<file path="config.mk">
export PLATFORM = sky130hd
export DESIGN_NAME = uart_fifo_irq_ctrl
export DESIGN_NICKNAME = d
export VERILOG_FILES = /design/src/rtl/uart_fifo_pkg.sv /design/src/rtl/ufq_fifo.sv /design/src/rtl/ufq_rx_timer.sv /design/src/rtl/ufq_tx_shift.sv /design/src/rtl/uart_fifo_irq_ctrl.sv
export SDC_FILE = /design/constraint.sdc
export NUM_CORES = 1
export LEC_CHECK = 0
export ABC_AREA = 0
export BUFFER_PORTS_ARGS = -buffer_cell sky130_fd_sc_hd__buf_2
export CORE_AREA = 3 3 205 227
export DETAILED_ROUTE_END_ITERATION = 6
export DIE_AREA = 0 0 208 230
export PLACE_DENSITY = 0.71
export SLEW_MARGIN = 25
export SYNTH_ARGS = -nofsm -noshare
export SYNTH_HDL_FRONTEND = slang
export SYNTH_HIERARCHICAL = 1
export SYNTH_SLANG_ARGS = --single-unit
export TNS_END_PERCENT = 30
</file>
<file path="constraint.sdc">
create_clock -name clk -period 5.6 [get_ports clk]
set_clock_uncertainty 0.05 [all_clocks]
set_input_delay 0.28 -clock clk [delete_from_list [all_inputs] [get_ports clk]]
set_output_delay 0.28 -clock clk [all_outputs]
set_load 0.05 [all_outputs]
</file>
<file path="src/rtl/uart_fifo_pkg.sv">
package uart_fifo_pkg;

  typedef struct packed {
    logic [1:0] rx_code;
    logic [1:0] tx_code;
    logic       big;
    logic       en;
  } ufq_cfg_t;

  // threshold in bytes for a code, at the small or large FIFO size
  function automatic int unsigned thr_bytes(input logic [1:0] code, input logic big);
    case (code)
      2'd0:    thr_bytes = 1;
      2'd1:    thr_bytes = 4;
      2'd2:    thr_bytes = big ? 16 : 8;
      default: thr_bytes = big ? 26 : 14;
    endcase
  endfunction

endpackage

</file>
<file path="src/rtl/ufq_fifo.sv">
// Byte FIFO with run-time capacity; DEPTH must be a power of two.
module ufq_fifo #(
  parameter int DW    = 8,
  parameter int DEPTH = 32,
  localparam int AW   = $clog2(DEPTH),
  localparam int CW   = AW + 1
) (
  input  logic          clk,
  input  logic          rst_n,
  input  logic          flush,
  input  logic [CW-1:0] cap,
  input  logic          in_valid,
  output logic          in_ready,
  input  logic [DW-1:0] in_data,
  output logic          out_valid,
  input  logic          out_ready,
  output logic [DW-1:0] out_data,
  output logic [CW-1:0] count
);
  logic [DW-1:0] mem [DEPTH];
  logic [AW-1:0] wp, rp;
  logic          push, pop;

  assign in_ready  = count < cap;
  assign out_valid = count != '0;
  assign out_data  = mem[rp];
  assign push      = in_valid && in_ready && !flush;
  assign pop       = out_valid && out_ready && !flush;

  always_ff @(posedge clk) begin
    if (push) mem[wp] <= in_data;
  end

  always_ff @(posedge clk or negedge rst_n) begin
    if (!rst_n) begin
      wp <= '0; rp <= '0; count <= '0;
    end else if (flush) begin
      wp <= '0; rp <= '0; count <= '0;
    end else begin
      if (push) wp <= wp + 1'b1;
      if (pop)  rp <= rp + 1'b1;
      case ({push, pop})
        2'b10:   count <= count + 1'b1;
        2'b01:   count <= count - 1'b1;
        default: count <= count;
      endcase
    end
  end
endmodule

</file>
<file path="src/rtl/ufq_rx_timer.sv">
// Counts bit ticks while armed; fires once at LIMIT until cleared.
module ufq_rx_timer #(
  parameter int LIMIT = 40,
  localparam int CW   = $clog2(LIMIT + 1)
) (
  input  logic clk,
  input  logic rst_n,
  input  logic tick,
  input  logic armed,
  input  logic restart,
  input  logic clear,
  output logic fired
);
  logic [CW-1:0] cnt;

  always_ff @(posedge clk or negedge rst_n) begin
    if (!rst_n) begin
      cnt   <= '0;
      fired <= 1'b0;
    end else begin
      if (clear) fired <= 1'b0;
      if (restart) begin
        cnt <= '0;
      end else if (armed && tick && !fired) begin
        if (cnt == CW'(LIMIT - 1)) begin
          fired <= 1'b1;
          cnt   <= '0;
        end else begin
          cnt <= cnt + 1'b1;
        end
      end
    end
  end
endmodule

</file>
<file path="src/rtl/ufq_tx_shift.sv">
// Start bit, DW data bits LSB first, stop bit; one bit per tick.
module ufq_tx_shift #(
  parameter int DW    = 8,
  localparam int FW   = DW + 2,
  localparam int LW   = $clog2(FW + 2)
) (
  input  logic          clk,
  input  logic          rst_n,
  input  logic          tick,
  input  logic          ld_valid,
  output logic          ld_ready,
  input  logic [DW-1:0] ld_data,
  output logic          busy,
  output logic          txd
);
  logic [FW-1:0] sh;
  logic [LW-1:0] left;

  assign ld_ready = !busy;

  always_ff @(posedge clk or negedge rst_n) begin
    if (!rst_n) begin
      sh   <= '1;
      left <= '0;
      busy <= 1'b0;
      txd  <= 1'b1;
    end else if (ld_valid && !busy) begin
      sh   <= {1'b1, ld_data, 1'b0};
      left <= LW'(FW + 1);
      busy <= 1'b1;
    end else if (busy && tick) begin
      txd  <= sh[0];
      sh   <= {1'b1, sh[FW-1:1]};
      left <= left - 1'b1;
      if (left == LW'(1)) busy <= 1'b0;
    end
  end
endmodule

</file>
<file path="src/rtl/uart_fifo_irq_ctrl.sv">
module uart_fifo_irq_ctrl
  import uart_fifo_pkg::*;
#(
  parameter int DW         = 8,
  parameter int MAX_DEPTH  = 32,
  parameter int CHAR_TICKS = 10,
  parameter int TOUT_CHARS = 4,
  localparam int LW        = $clog2(MAX_DEPTH) + 1
) (
  input  logic          clk,
  input  logic          rst_n,
  input  logic          cfg_wr,
  input  logic [7:0]    cfg_wdata,
  input  logic          isr_rd,
  input  logic          bit_tick,
  input  logic          rx_in_valid,
  output logic          rx_in_ready,
  input  logic [DW-1:0] rx_in_data,
  output logic          rx_out_valid,
  input  logic          rx_out_ready,
  output logic [DW-1:0] rx_out_data,
  input  logic          tx_in_valid,
  output logic          tx_in_ready,
  input  logic [DW-1:0] tx_in_data,
  output logic          txd,
  output logic          irq_rx_thr,
  output logic          irq_tx_thr,
  output logic          irq_tx_empty
);
  ufq_cfg_t      cfg;
  logic          rx_flush, tx_flush;
  logic [LW-1:0] cap, rx_cnt, tx_cnt, rx_thr, tx_thr;
  logic          sh_valid, sh_ready, tx_busy;
  logic [DW-1:0] sh_data;
  logic          rx_wr, rx_rd, tout;
  logic          tx_idle, idle_q;

  always_ff @(posedge clk or negedge rst_n) begin
    if (!rst_n) begin
      cfg      <= '0;
      rx_flush <= 1'b0;
      tx_flush <= 1'b0;
    end else begin
      rx_flush <= cfg_wr && cfg_wdata[1];
      tx_flush <= cfg_wr && cfg_wdata[2];
      if (cfg_wr) cfg <= '{rx_code: cfg_wdata[7:6], tx_code: cfg_wdata[5:4],
                           big: cfg_wdata[3], en: cfg_wdata[0]};
    end
  end

  assign cap    = !cfg.en ? LW'(1) : (cfg.big ? LW'(MAX_DEPTH) : LW'(MAX_DEPTH / 2));
  assign rx_thr = LW'(thr_bytes(cfg.rx_code, cfg.big));
  assign tx_thr = LW'(thr_bytes(cfg.tx_code, cfg.big));

  ufq_fifo #(.DW(DW), .DEPTH(MAX_DEPTH)) u_rxq (
    .clk, .rst_n, .flush(rx_flush), .cap,
    .in_valid(rx_in_valid), .in_ready(rx_in_ready), .in_data(rx_in_data),
    .out_valid(rx_out_valid), .out_ready(rx_out_ready), .out_data(rx_out_data),
    .count(rx_cnt));

  ufq_fifo #(.DW(DW), .DEPTH(MAX_DEPTH)) u_txq (
    .clk, .rst_n, .flush(tx_flush), .cap,
    .in_valid(tx_in_valid), .in_ready(tx_in_ready), .in_data(tx_in_data),
    .out_valid(sh_valid), .out_ready(sh_ready), .out_data(sh_data),
    .count(tx_cnt));

  ufq_tx_shift #(.DW(DW)) u_shift (
    .clk, .rst_n, .tick(bit_tick),
    .ld_valid(sh_valid && !tx_flush), .ld_ready(sh_ready), .ld_data(sh_data),
    .busy(tx_busy), .txd);

  assign rx_wr = rx_in_valid && rx_in_ready && !rx_flush;
  assign rx_rd = rx_out_valid && rx_out_ready && !rx_flush;

  ufq_rx_timer #(.LIMIT(TOUT_CHARS * CHAR_TICKS)) u_tout (
    .clk, .rst_n, .tick(bit_tick),
    .armed(rx_cnt != '0 && rx_cnt < rx_thr),
    .restart(rx_wr || rx_rd || rx_flush),
    .clear(rx_rd || rx_flush),
    .fired(tout));

  assign irq_rx_thr = (rx_cnt >= rx_thr) || tout;
  assign irq_tx_thr = tx_cnt < tx_thr;

  assign tx_idle = (tx_cnt == '0) && !tx_busy;

  always_ff @(posedge clk or negedge rst_n) begin
    if (!rst_n) begin
      idle_q       <= 1'b1;
      irq_tx_empty <= 1'b0;
    end else begin
      idle_q <= tx_idle;
      if (tx_idle && !idle_q) irq_tx_empty <= 1'b1;
      else if (isr_rd)        irq_tx_empty <= 1'b0;
    end
  end
endmodule

</file>
======== Word level (Yosys, flattened, before mapping) ========
Memories as Yosys holds them, arrays and structs flattened.
Cells that the tools add are included.
storage, ports and cells
  output and inout bits ................... 15
  bits in registers ....................... 65
  memories ................................ 2
  bits in writable memories ............... 512
  bits of input ports ..................... 32
  word-level logic and storage cells ...... 130
operators by class
  add/sub/neg operators ................... 10
  equality and inequality tests ........... 10
  mux-type cells .......................... 38
  bitwise gates (word level) .............. 1
  reductions and logical operators ........ 44
  magnitude comparators ................... 5
memory list
  memory     depth  bits a word  rd ports  clocked after Yosys merged registers in  write ports  line            text
  u_rxq.mem  32     8            1         0                                        1            ufq_fifo.sv:20  logic [DW-1:0] mem [DEPTH];
  u_txq.mem  32     8            1         0                                        1            ufq_fifo.sv:20
operators with widths
  kind                                                                 count
  5-bit 2-to-1 mux                                                     10
  6-bit 2-to-1 mux                                                     7
  5-bit case mux with 3 select lines                                   2
  6-bit less-than comparator                                           4
  6-bit case mux with 2 select lines                                   2
  5-bit by 1-bit adder with 5-bit output (second input constant)       4
  10-bit 2-to-1 mux                                                    2
  6-bit by 1-bit adder with 6-bit output (second input constant)       3
  1-bit logical AND                                                    18
  2-bit nonzero test                                                   8
  1-bit 2-to-1 mux                                                     13
  6-bit nonzero test                                                   2
  6-bit by 1-bit subtractor with 6-bit output (second input constant)  2
  2-bit by 1-bit == test with 1-bit output (second input constant)     4
  2-bit == test (second input constant)                                4
  4-bit 2-to-1 mux                                                     2
  6-bit == test (second input constant)                                1
  6-bit >= comparator                                                  1
  6-bit logical NOT                                                    1
  3-bit nonzero test                                                   2
  1-bit logical NOT                                                    5
  4-bit by 1-bit == test with 1-bit output (second input constant)     1
  2-bit logical NOT                                                    2
  1-bit logical OR                                                     4
  other kinds (3)                                                      4

======== Logic depth before layout (Yosys ltp) ========
Gate-level depths: netlist of run 1.
  word-level depth ........................ 8
  depth in mapped cells ................... 16
  mapped depth without buffers ............ 15

======== Modules after synthesis ========
Netlist of run 1, hierarchy kept.
by module, submodules not included
  module              times used  cells each  sequential area each (um2)  area an instance (um2)
  ufq_fifo at u_txq   1           643         8087.8                      11315.9
  ufq_fifo at u_rxq   1           538         8087.8                      11098.1
  ufq_tx_shift        1           76          387.9                       823.3
  uart_fifo_irq_ctrl  1           70          251.5                       676.9
  ufq_rx_timer        1           37          175.2                       360.3

======== Least setup slack after synthesis of run 1 ========
Ideal clock, no wire load.
  path kind ............................... register -> output
  start point ............................. register u_txq.count[1]
  end point ............................... output irq_tx_thr
  slack ................................... 1.774 ns
  cell stages (with the launch flop) ...... 5
  path buffers ............................ 0
  arrival time ............................ 3.496 ns
  required time ........................... 5.270 ns
  path through ............................ dfrtp_1 -> ha_1 -> nor4_1 -> nor3_1 -> a2111oi_0
on the way
  longest elaborated chain between the ends .. 1
RTL lines
  what                        line                      text
  from (decl)                 ufq_fifo.sv:18            output logic [CW-1:0] count
  from (signal assigned)      ufq_fifo.sv:43            2'b10: count <= count + 1'b1;
  from (signal assigned)      ufq_fifo.sv:44            2'b01: count <= count - 1'b1;
  from (signal assigned)      ufq_fifo.sv:45            default: count <= count;
  6-bit less-than comparator  uart_fifo_irq_ctrl.sv:83  assign irq_tx_thr = tx_cnt < tx_thr;
  to (decl)                   uart_fifo_irq_ctrl.sv:27  output logic irq_tx_thr,
No other way between the ends.

======== Final worst setup path of run 1 ========
  start point ............................. register cfg[1] (netlist name)
  end point ............................... register u_rxq.count[5]
on the way
  longest elaborated chain between the ends .. 8
  elaborated cells on any way between the ends .. 10
  classes of those cells .................. 1 x order compare; 2 x eq/ne; 4 x mux; 3 x reduce/logical
RTL lines
  what                                                                       line                      text
  from (decl)                                                                uart_fifo_irq_ctrl.sv:30  ufq_cfg_t cfg;
  from (signal assigned)                                                     uart_fifo_irq_ctrl.sv:46  if (cfg_wr) cfg <= '{rx_code: cfg_wdata[7:6], tx_code: cfg_wdata[5:4],
  6-bit 2-to-1 mux * (2 in a row)                                            uart_fifo_irq_ctrl.sv:51  assign cap = !cfg.en ? LW'(1) : (cfg.big ? LW'(MAX_DEPTH) : LW'(MAX_DEPTH / 2));
  named net cap[5]                                                           uart_fifo_irq_ctrl.sv:32  logic [LW-1:0] cap, rx_cnt, tx_cnt, rx_thr, tx_thr;
  6-bit less-than comparator *                                               ufq_fifo.sv:24            assign in_ready = count < cap;
  1-bit logical AND * (2 in a row)                                           ufq_fifo.sv:27            assign push = in_valid && in_ready && !flush;
  2-bit by 1-bit == test with 1-bit output or 2-bit == test (tied branches)  ufq_fifo.sv:42            case ({push, pop})
  6-bit case mux with 2 select lines                                         ufq_fifo.sv:42
  6-bit 2-to-1 mux                                                           ufq_fifo.sv:37            end else if (flush) begin
  to (signal assigned)                                                       ufq_fifo.sv:43
  to (signal assigned)                                                       ufq_fifo.sv:44
  to (signal assigned)                                                       ufq_fifo.sv:45
  to (decl)                                                                  ufq_fifo.sv:18
Mark *: on every way through the listed nets, which the timed path passes. The rest lies on a longest branch.
A chain may end at the register's enable or synchronous reset.

==> summary.md, run 1 <==
| Metric | Value |
|---|---|
| Cts bufs inserted | 56 |
| Initial Util | 54.68% |
| H-tree Lvls | 2 |
| Remaining global-route overflow | 0 |
| Async SR Flop Fraction | 11.11% |
| Postcts setup bufs | 0 |
| Post-synthesis compound-gate area fraction | 4.031% |
| Post-cts resize count | 0 |
| Pleak | 8.850 nW |
| Final core utilization | 60.91% |
| Hpwl dp | 29.51 mm |
| Power Density | 423.1 mW/mm2 |
| Setup violators final | 0 |
| # placed instances | 1935 |
| Crit Path Max Fanout | 12 |
| Worst VDD drop | 0.3222 mV |
| Avg Inst Size Synth | 17.80 um2 |
| Slew HR | 30.34% |
| Fraction of layout cells with a size suffix above 1 | 21.22% |
| Total power | 11.44 mW |
| Min-Delay Path Class | input pin to flop |
| RSZ-0062 raised after global routing | no |
| Count of state elements after synthesis | 576 |
| Final slew viol count | 0 |
| Synth Area in Adders | 2.227% |
| # IOs | 47 |
| DRC | 0 |
| Status | finished clean |
| Post-route cell area | 0.02704 mm2 |
| Commonest cells after routing, fill and taps aside | edfxtp_1, mux4_2, nor2_1, mux2i_1, clkbuf_16 |
| Clock latency reported for the late side of the worst-skew pair | 600 ps |
| Worst hold slack | 99.97 ps |
| Distinct cells, synth | 74 |
| Mux contribution to synthesized area | 15.32% |
| Post-Syn Instances | 1364 |
| Crit end category | flop |
| Minimum clock period | 4024 ps |
| Ant diodes | 0 |
| Row count | 81 |
| Fmax | 0.2485 GHz |
| Ys flop type | edfxtp_1 |
| Yosys top cell area share | 63.34% |
| Drt first pass iters | 5 |
| Synth area leader | edfxtp_1 |
| Largest net degree at the start of global routing | 65 |
| GRT Overall Usage | 20.46% |
| Synth Area in XOR/XNOR | 0.8299% |
| Placed standard-cell area | 0.02497 mm2 |
| Post-layout nets | 1507 |
| Max cap viols | 0 |
| Die ar. | 0.04784 mm2 |
| Setup TNS | 0 ps |
| Synth Area in Simple Gates | 5.556% |
| Main combinational cell family by area after synthesis | multiplexers |
| Final period utilization | 71.86% |
| Mapped cell area | 0.02427 mm2 |
| Port Buffer Count | 46 |
| WP data required | 6030 ps |
| Vias in the first global route | 12.81k |
| Synth top area cells | edfxtp_1, mux4_2, dfrtp_1 |
| Initial antenna violation count | 0 |
| Post-route ant nets | 0 |
| Initial drt markers | 868 |
| Area Growth Syn to Fin | 11.39% |
| Sequential fraction of the synthesis area | 69.99% |
| PnR worst setup slack | 1576 ps |
| Root Buffer | clkbuf_16 |
| Final wirelength | 48.36 mm |
| Die H | 230 um |
| CORE AREA | 0.04439 mm2 |
| Max clock buf depth | 3 |
| Number of flops mapped to enable cells by yosys | 512 |
| First-pass GRT wire length | 75.87 mm |
| Place WS | 1724 ps |
| CTS tree | done |
| Finished Layout Cells | 2061 |
| Clock tree sinks | 576 |
| Synth Warn # | 6 |
| Worst slew pin tran | 1045 ps |
| Fill cells | 3132 |
| Clock transition at path regs | 60 ps |
| Commonest non-fill, non-tap cell in the layout | edfxtp_1 |
| Via density | 6.019 |
| Setup CP Type | flop to flop |
| Startpoint types | flop |
| Final Hold Viols | 0 |
| Drt wl/cell | 23.47 um |
| Via count | 12.41k |
| Cts hold-fix bufs | 21 |
| Die W | 208 um |
| Worst Path Arrival | 4450 ps |
| RePlAce Congestion | 0.8036 |
==> worst max-delay path: stages (launching register included) <==
cell      delay (ps)
dfrtp_1          390
inv_1            110
nor2_1           140
inv_1             60
ha_1             310
nand4_1          160
o21ai_1          750
nand2_1          190
nor2_1           370
ha_1             330
a211oi_1         330
o21a_1           230
nor2_1            80
a211o_1          280
o311ai_0         100
==> final timing paths <==
path                                           startpoint                         end  slack [ps]  cells past startpoint
max in group asynchronous                           rst_n     u_txq/rp[1]$_DFFE_PN0P_        4500                      3
min in group asynchronous                           rst_n  u_txq/count[0]$_DFFE_PN0P_         350                      3
worst max-delay path                   cfg[1]$_DFFE_PN0P_  u_rxq/count[5]$_DFFE_PN0P_        1580                     14
worst min register to register  u_shift/sh[0]$_DFFE_PN1P_   u_shift/sh[0]$_DFFE_PN1P_         450                      2
worst min-delay path                          rx_in_valid   u_tout/cnt[0]$_DFFE_PN0P_         100                      3
worst max register to register         cfg[1]$_DFFE_PN0P_  u_rxq/count[5]$_DFFE_PN0P_        1580                     14
==> registers in the layout, indices dropped and copies added, names as in the netlist, 4 cells and up <==
name	cells
cfg	6
u_rxq/count	6
u_rxq/mem	256
u_rxq/rp	5
u_rxq/wp	5
u_shift/left	4
u_shift/sh	9
u_tout/cnt	6
u_txq/count	6
u_txq/mem	256
u_txq/rp	5
u_txq/wp	5
==> cell families (layout without fill, tap and decap cells) <==
group	Yosys count	in the layout
simple gates	259	259
compound gates	138	138
xor+xnor	20	20
buf+inv	99	210
flops	576	576
other cells	1	6
fa+ha+maj	42	42
mux	229	229
==> area by class of cell <==
cell class,instances,area [um2],area share (%)
Clock buffer,66,1439,5.322
Clock inverter,39,417.9,1.546
Inverter,26,97.59,0.3609
Multi-Input combinational cell,694,6814,25.20
Sequential cell,576,17000,62.87
Tap cell,581,726.9,2.689
Timing Repair Buffer,79,543.0,2.008
==> layer usage <==
layer	wire, um	vias up	global-route usage (%)	share of wire, %
li1	-	5543	-	-
met1	19770	6404	27.19	41
met2	24530	359	34.77	51
met3	2436	100	2.865	5.0
met4	1627	0	7.777	3.4
met5	0	-	0	0
==> cells in the mapped netlist (3+ instances only) <==
library cell / count
xnor2_1: 8
ha_1: 40
mux2_1: 4
mux4_2: 112
clkbuf_1: 28
o211a_1: 4
nor3_1: 16
or3b_2: 4
or2_2: 3
or3_1: 6
buf_2: 24
nor2b_1: 17
mux2_2: 17
buf_1: 4
inv_1: 26
a21oi_1: 34
buf_6: 7
nand4_1: 6
nand2_1: 41
nor4_1: 4
mux2i_1: 96
a211oi_1: 12
a31oi_1: 8
nand3_1: 7
dfrtp_1: 53
or3b_1: 6
edfxtp_1: 512
and2b_1: 3
o221ai_1: 8
nor2_2: 8
a22o_1: 17
nand4b_1: 3
o21ai_0: 15
o211ai_1: 4
buf_4: 10
nor2_1: 101
nand3b_1: 5
dfstp_2: 11
and2_1: 3
nand2b_1: 12
xor2_1: 10
a21o_1: 8
a22oi_1: 9
==> power breakdown <==
group	total, mW	internal, mW	switching, mW	leakage, nW
Combinational	2.43	1.08	1.36	2.55
Clock	3.76	2.17	1.59	0.890
Sequential	5.25	4.90	0.342	5.41
Total	11.4	8.15	3.29	8.85
(Power assumes the default switching activity.)
==> run 2: changes to the inputs <==
clock period = 4.16 ns   (was 5.6 ns; I/O delays follow)
==> run 2 against run 1 <==
  * Register-to-register slack lost 940 ps
  * Sequential cell count is the same
  * Highest routed layer unchanged
  * Final cell count up 0.58%
  * Critical path depth shrank 9
  * Sequential share of layout area is 0.43 points lower
  * Critical endpoint is now rx_out_data[3]
  * Largest power group unchanged
  * Combinational power grew 36%
  * Worst setup slack worse by 1000 ps
  * Clock power grew 41%
==> summary.md, run 2 (synthesis results as in run 1) <==
| Metric | Value |
|---|---|
| Drt first pass iters | 5 |
| Worst VDD drop | 0.4545 mV |
| Via density | 6.035 |
| Die W | 208 um |
| Critical R2R Launch | cfg[1]$_DFFE_PN0P_ |
| First-pass GRT wire length | 77.20 mm |
| Clock latency reported for the late side of the worst-skew pair | 610 ps |
| WHS Path Cells | 3 |
| Post-cts resize count | 0 |
| Startpoint types | flop |
| Status | finished clean |
| DRC | 0 |
| Sw Pwr | 4.432 mW |
| Max clock buf depth | 3 |
| Place WS | 696.7 ps |
| Length in cells of the worst reg-to-reg path | 14 |
| Final wirelength | 49.19 mm |
| RSZ-0062 raised after global routing | no |
| Post-route cell area | 0.02723 mm2 |
| Hold path startpoint | bit_tick |
| Worst reg2reg setup slack | 640 ps |
| Final Hold Viols | 0 |
| Switch share | 28.30% |
| Vias in the first global route | 13.07k |
| Postcts setup bufs | 0 |
| Cells along the critical path | buf_4 -> mux4_2 -> mux4_2 -> mux2_2 -> buf_2 |
| Setup CP Type | flop to output pin |
| Clock tree sinks | 576 |
| Power Density | 575.1 mW/mm2 |
| GRT Overall Usage | 20.90% |
| Port Buffer Count | 46 |
| Drt wl/cell | 23.73 um |
| Flop pwr share | 45.0% |
| Min-Delay Path Class | input pin to flop |
| Placed standard-cell area | 0.02506 mm2 |
| Global routing usage on met2 | 35.47% |
| Crit end category | output pin |
| Crit path buf inv count | 2 |
| GR peak layer | met2 |
| Setup violators final | 0 |
| Commonest non-fill, non-tap cell in the layout | edfxtp_1 |
| RePlAce Congestion | 0.7964 |
| Final period utilization | 86.56% |
| Slew HR | 37.29% |
| # IOs | 47 |
| Cts bufs inserted | 58 |
| Via count | 12.51k |
| WP data required | 3900 ps |
| Total power | 15.66 mW |
| PnR worst setup slack | 559.1 ps |
| Max cap viols | 0 |
| Fraction of layout cells with a size suffix above 1 | 21.98% |
| Ant diodes | 0 |
| Crit path max-delay family | multiplexers |
| Area Growth Syn to Fin | 12.16% |
| Hold Path End | u_shift/sh[0]$_DFFE_PN1P_ |
| Largest net degree at the start of global routing | 39 |
| Die H | 230 um |
| Initial Util | 54.68% |
| Remaining global-route overflow | 0 |
| Die ar. | 0.04784 mm2 |
| Met1 Resource Use GR | 27.36% |
| Post-route ant nets | 0 |
| Commonest cells after routing, fill and taps aside | edfxtp_1, mux4_2, nor2_1, mux2i_1, clkbuf_16 |
| Top cell by count, worst path | mux4_2 |
| Pleak | 8.963 nW |
| Post-layout nets | 1520 |
| Largest registers | u_rxq/mem: 256 flops, u_txq/mem: 256 flops, u_shift/sh: 9 flops |
| Initial antenna violation count | 0 |
| Hpwl dp | 30.79 mm |
| Root Buffer | clkbuf_16 |
| GRT met3 Usage | 4.162% |
| Gate power share | 21.1% |
| Cts hold-fix bufs | 22 |
| Setup TNS | 0 ps |
| CTS tree | done |
| H-tree Lvls | 2 |
| RR Endpoint | u_txq/count[5]$_DFFE_PN0P_ |
| Worst Path Arrival | 3340 ps |
| Final slew viol count | 0 |
| Row count | 81 |
| Crit Path Max Fanout | 26 |
| Internal power | 11.23 mW |
| Minimum clock period | 3601 ps |
| Slowest cell on crit path | dfrtp_4 |
| Clock power share | 33.8% |
| Clock transition at path regs | 70 ps |
| Initial drt markers | 1038 |
| Max incr delay on CP | 760 ps |
| CORE AREA | 0.04439 mm2 |
| Worst slew pin tran | 940.7 ps |
| Fmax | 0.2777 GHz |
## run 2: changes by cell type in the layout (fill, tap and decap cells not counted), sizes merged
cell / before / now
dlygate4sd3: 21 / 22
bufinv: 7 / 9
inv: 28 / 30
clkbuf: 66 / 64
clkinvlp: 4 / 3
buf: 58 / 68
## run 2: cell type report
class	count	area (um2)
timing repair buffer	90	640.6
sequential	576	17000
tap	581	726.9
multi-input combinational	694	6812
inverter	26	97.59
clock buffer	64	1495
fill	3153	17160
clock inverter	42	452.9
## run 2: worst max path at each step
stage	cells after the start	slack [ps]	startpoint	endpoint
final	5	560	u_rxq/rp[0]$_DFFE_PN0P_	rx_out_data[3]
after global routing	14	330	cfg[1]$_DFFE_PN0P_	u_txq/count[5]$_DFFE_PN0P_
after CTS	5	430	u_rxq/rp[0]$_DFFE_PN0P_	rx_out_data[3]
after detailed placement	10	700	cfg[1]$_DFFE_PN0P_	u_rxq/mem[0][4]$_DFFE_PP_
after global placement	14	840	cfg[1]$_DFFE_PN0P_	u_txq/count[4]$_DFFE_PN0P_
after floorplan	4	410	u_txq/count[1]$_DFFE_PN0P_	irq_tx_thr
## run 2: tightest hold or removal path: cells and delay by family
family                 cells  cell delay, ps
AO/OA/AOI/OAI              1              90
buffers and inverters      1             240
multiplexers               1             190
## run 2: per-layer routing
metal	wire length (um)	vias up
li1	-	5556
met1	19800	6433
met2	24870	430
met3	2887	92
met4	1633	0
met5	0	-
## run 2: through the flow
step                std cells  hold WS [ps]  util (%)
global route             2073         93.47     61.33
floorplan                1369        -137.6         -
CTS                      2073         52.14     61.33
finish                   2073         86.99     61.33
detailed placement       1945         255.4     56.45
global placement         1945         250.4     56.45
## run 2: power groups by stage
stage / Clock (mW) / Sequential, mW / Combinational [mW]
floorplan: 0 / 6.90 / 2.69
global placement: 0 / 7.16 / 3.24
detailed placement: 0 / 7.17 / 3.30
CTS: 5.41 / 7.06 / 3.34
global route: 5.66 / 7.10 / 3.57
finish: 5.30 / 7.05 / 3.31
==> run 3: changes to the inputs <==
PLACE_DENSITY = 0.73   (was 0.71)
clock period = 2.9 ns   (was 4.16 ns; I/O delays follow)
==> run 3 against run 2 <==
  * The run now ends with setup timing left
  * Utilization up 2.8 points
  * Wire length up 6.1%
  * Total power up 48%
  * Hold slack worse by 48 ps
  * Clock-buffer cell count up 14
  * First-iteration DRC count up 4.9%
  * Sequential share of layout area down 2.8 points
  * Via count up 4.9%
  * Combinational power up 85%
  * Final cell count up 5.4%
==> summary.md, run 3 (synthesis results as in run 1) <==
| Metric | Value |
|---|---|
| Crit path buf inv count | 3 |
| RePlAce Congestion | 0.8423 |
| Remaining global-route overflow | 0 |
| Setup violators final | 8 |
| RSZ-0062 raised after global routing | yes |
| Finished Layout Cells | 2184 |
| Largest registers | u_rxq/mem: 256 flops, u_txq/mem: 256 flops, u_shift/sh: 9 flops |
| Max incr delay on CP | 540 ps |
| Crit path max-delay family | multiplexers |
| Area of the multi-input gates | 0.007057 mm2 |
| Switch share | 28.40% |
| CTS tree | done |
| Total power | 23.18 mW |
| Slowest cell on crit path | mux4_2 |
| Clock tree sinks | 576 |
| Largest net degree at the start of global routing | 53 |
| Pleak | 9.625 nW |
| Setup CP Type | flop to output pin |
| Fill cells | 3002 |
| CORE AREA | 0.04439 mm2 |
| # placed instances | 2044 |
| Die W | 208 um |
| Status | finished, violations left |
| Worst reg2reg setup slack | 30 ps |
| Die H | 230 um |
| Final core utilization | 64.18% |
| Internal power | 16.60 mW |
| Root Buffer | clkbuf_16 |
| Fmax | 0.3251 GHz |
| Row count | 81 |
| Post-layout nets | 1631 |
| Final period utilization | 106.1% |
| Clock latency reported for the late side of the worst-skew pair | 600 ps |
| Worst Path Arrival | 2880 ps |
| Commonest non-fill, non-tap cell in the layout | edfxtp_1 |
| Gate power share | 26.4% |
| Clock transition at path regs | 70 ps |
| Clock power share | 31.2% |
| Failing checks | setup timing |
| Via density | 6.007 |
| Cells along the critical path | buf_12 -> buf_12 -> mux4_2 -> mux4_2 -> mux2_4 -> buf_6 |
| Max cap viols | 0 |
| Final Hold Viols | 0 |
| Port Buffer Count | 46 |
| Final slew viol count | 0 |
| H-tree Lvls | 2 |
| Ant diodes | 0 |
| Worst VDD drop | 0.5798 mV |
| Vias in the first global route | 13.48k |
| WP data required | 2710 ps |
| Max clock buf depth | 3 |
| Flop pwr share | 42.5% |
| Crit Path Max Fanout | 6 |
| Drt first pass iters | 5 |
| Post-route cell area | 0.02849 mm2 |
| GRT Overall Usage | 21.84% |
| DRC | 0 |
| Die ar. | 0.04784 mm2 |
| Initial antenna violation count | 0 |
| Post-route ant nets | 0 |
| Hpwl dp | 31.49 mm |
| Placed standard-cell area | 0.02601 mm2 |
| Drt wl/cell | 23.91 um |
| Slew HR | 52.44% |
| Worst slew pin tran | 713.4 ps |
| Crit end category | output pin |
| Minimum clock period | 3076 ps |
| Power Density | 813.6 mW/mm2 |
| Min-Delay Path Class | input pin to flop |
| Initial Util | 54.68% |
| Cts bufs inserted | 57 |
| Via count | 13.12k |
| Commonest cells after routing, fill and taps aside | edfxtp_1, buf_4, mux4_2, nor2_1, mux2i_1 |
| Area Growth Syn to Fin | 17.36% |
| Startpoint types | flop |
| First-pass GRT wire length | 80.56 mm |
| Initial drt markers | 1089 |
| PnR worst setup slack | -176.0 ps |
| Place WS | -6.609 ps |
| Fraction of layout cells with a size suffix above 1 | 29.76% |
| Final wirelength | 52.21 mm |
| # IOs | 47 |
| Register area | 0.01700 mm2 |
| Sw Pwr | 6.583 mW |
==> run 3: worst paths after layout <==
check	startpoint	endpoint	depth (start not counted)
max in group asynchronous	rst_n	idle_q$_DFF_PN1_	3
hold reg to reg	u_shift/sh[0]$_DFFE_PN1P_	u_shift/sh[0]$_DFFE_PN1P_	2
min in group asynchronous	rst_n	u_txq/wp[2]$_DFFE_PN0P_	2
setup reg to reg	cfg[1]$_DFFE_PN0P_	u_rxq/count[4]$_DFFE_PN0P_	14
hold / removal	rx_in_data[4]	u_rxq/mem[11][4]$_DFFE_PP_	1
setup / recovery	u_rxq/rp[0]$_DFFE_PN0P_	rx_out_data[7]	6
==> run 3: layer usage <==
metal  vias up  track usage (%)  routed length, um
met3       127            3.479               2717
met5         -                0                  0
met2       445            37.87              27100
met4         0            7.165               1863
met1      6761            28.57              20530
li1       5787                -                  -
==> run 3: final cells by class <==
type / instances / share of cell area (%)
repair buffers: 202 / 6.215
clock buffers: 78 / 5.538
clock inverters: 27 / 0.9047
inverters: 26 / 0.3426
multi-input cells: 694 / 24.77
well taps: 581 / 2.552
flip-flops and latches: 576 / 59.68
==> run 3: stage by stage <==
| stage | TNS, ps | hold WS (ps) |
|---|---|---|
| after global placement | 0 | 190.6 |
| final | -1235 | 39.33 |
| after global routing | -2287 | 40.97 |
| after floorplan | -38.14 | -200.6 |
| after CTS | -1789 | 18.21 |
| after detailed placement | -6.609 | 194.4 |
==> run 3: repair_timing <==
item / 4_1_cts / 5_1_grt
cloned: 3 / 2
resized for setup: 26 / 41
endpoints found under the hold margin: 49 / 0
pin swaps: 1 / 21
hold buffers: 24 / 0
setup buffers: 6 / 3
endpoints found under the setup margin: 17 / 276
==> run 3: power groups by stage <==
stage | combinational [mW] | sequential (mW) | clock, mW
final | 6.11 | 9.84 | 7.22
after CTS | 5.93 | 9.83 | 7.37
after detailed placement | 5.38 | 10.0 | 0
after global routing | 6.52 | 9.89 | 7.70
after floorplan | 3.93 | 9.91 | 0
after global placement | 5.28 | 10.0 | 0
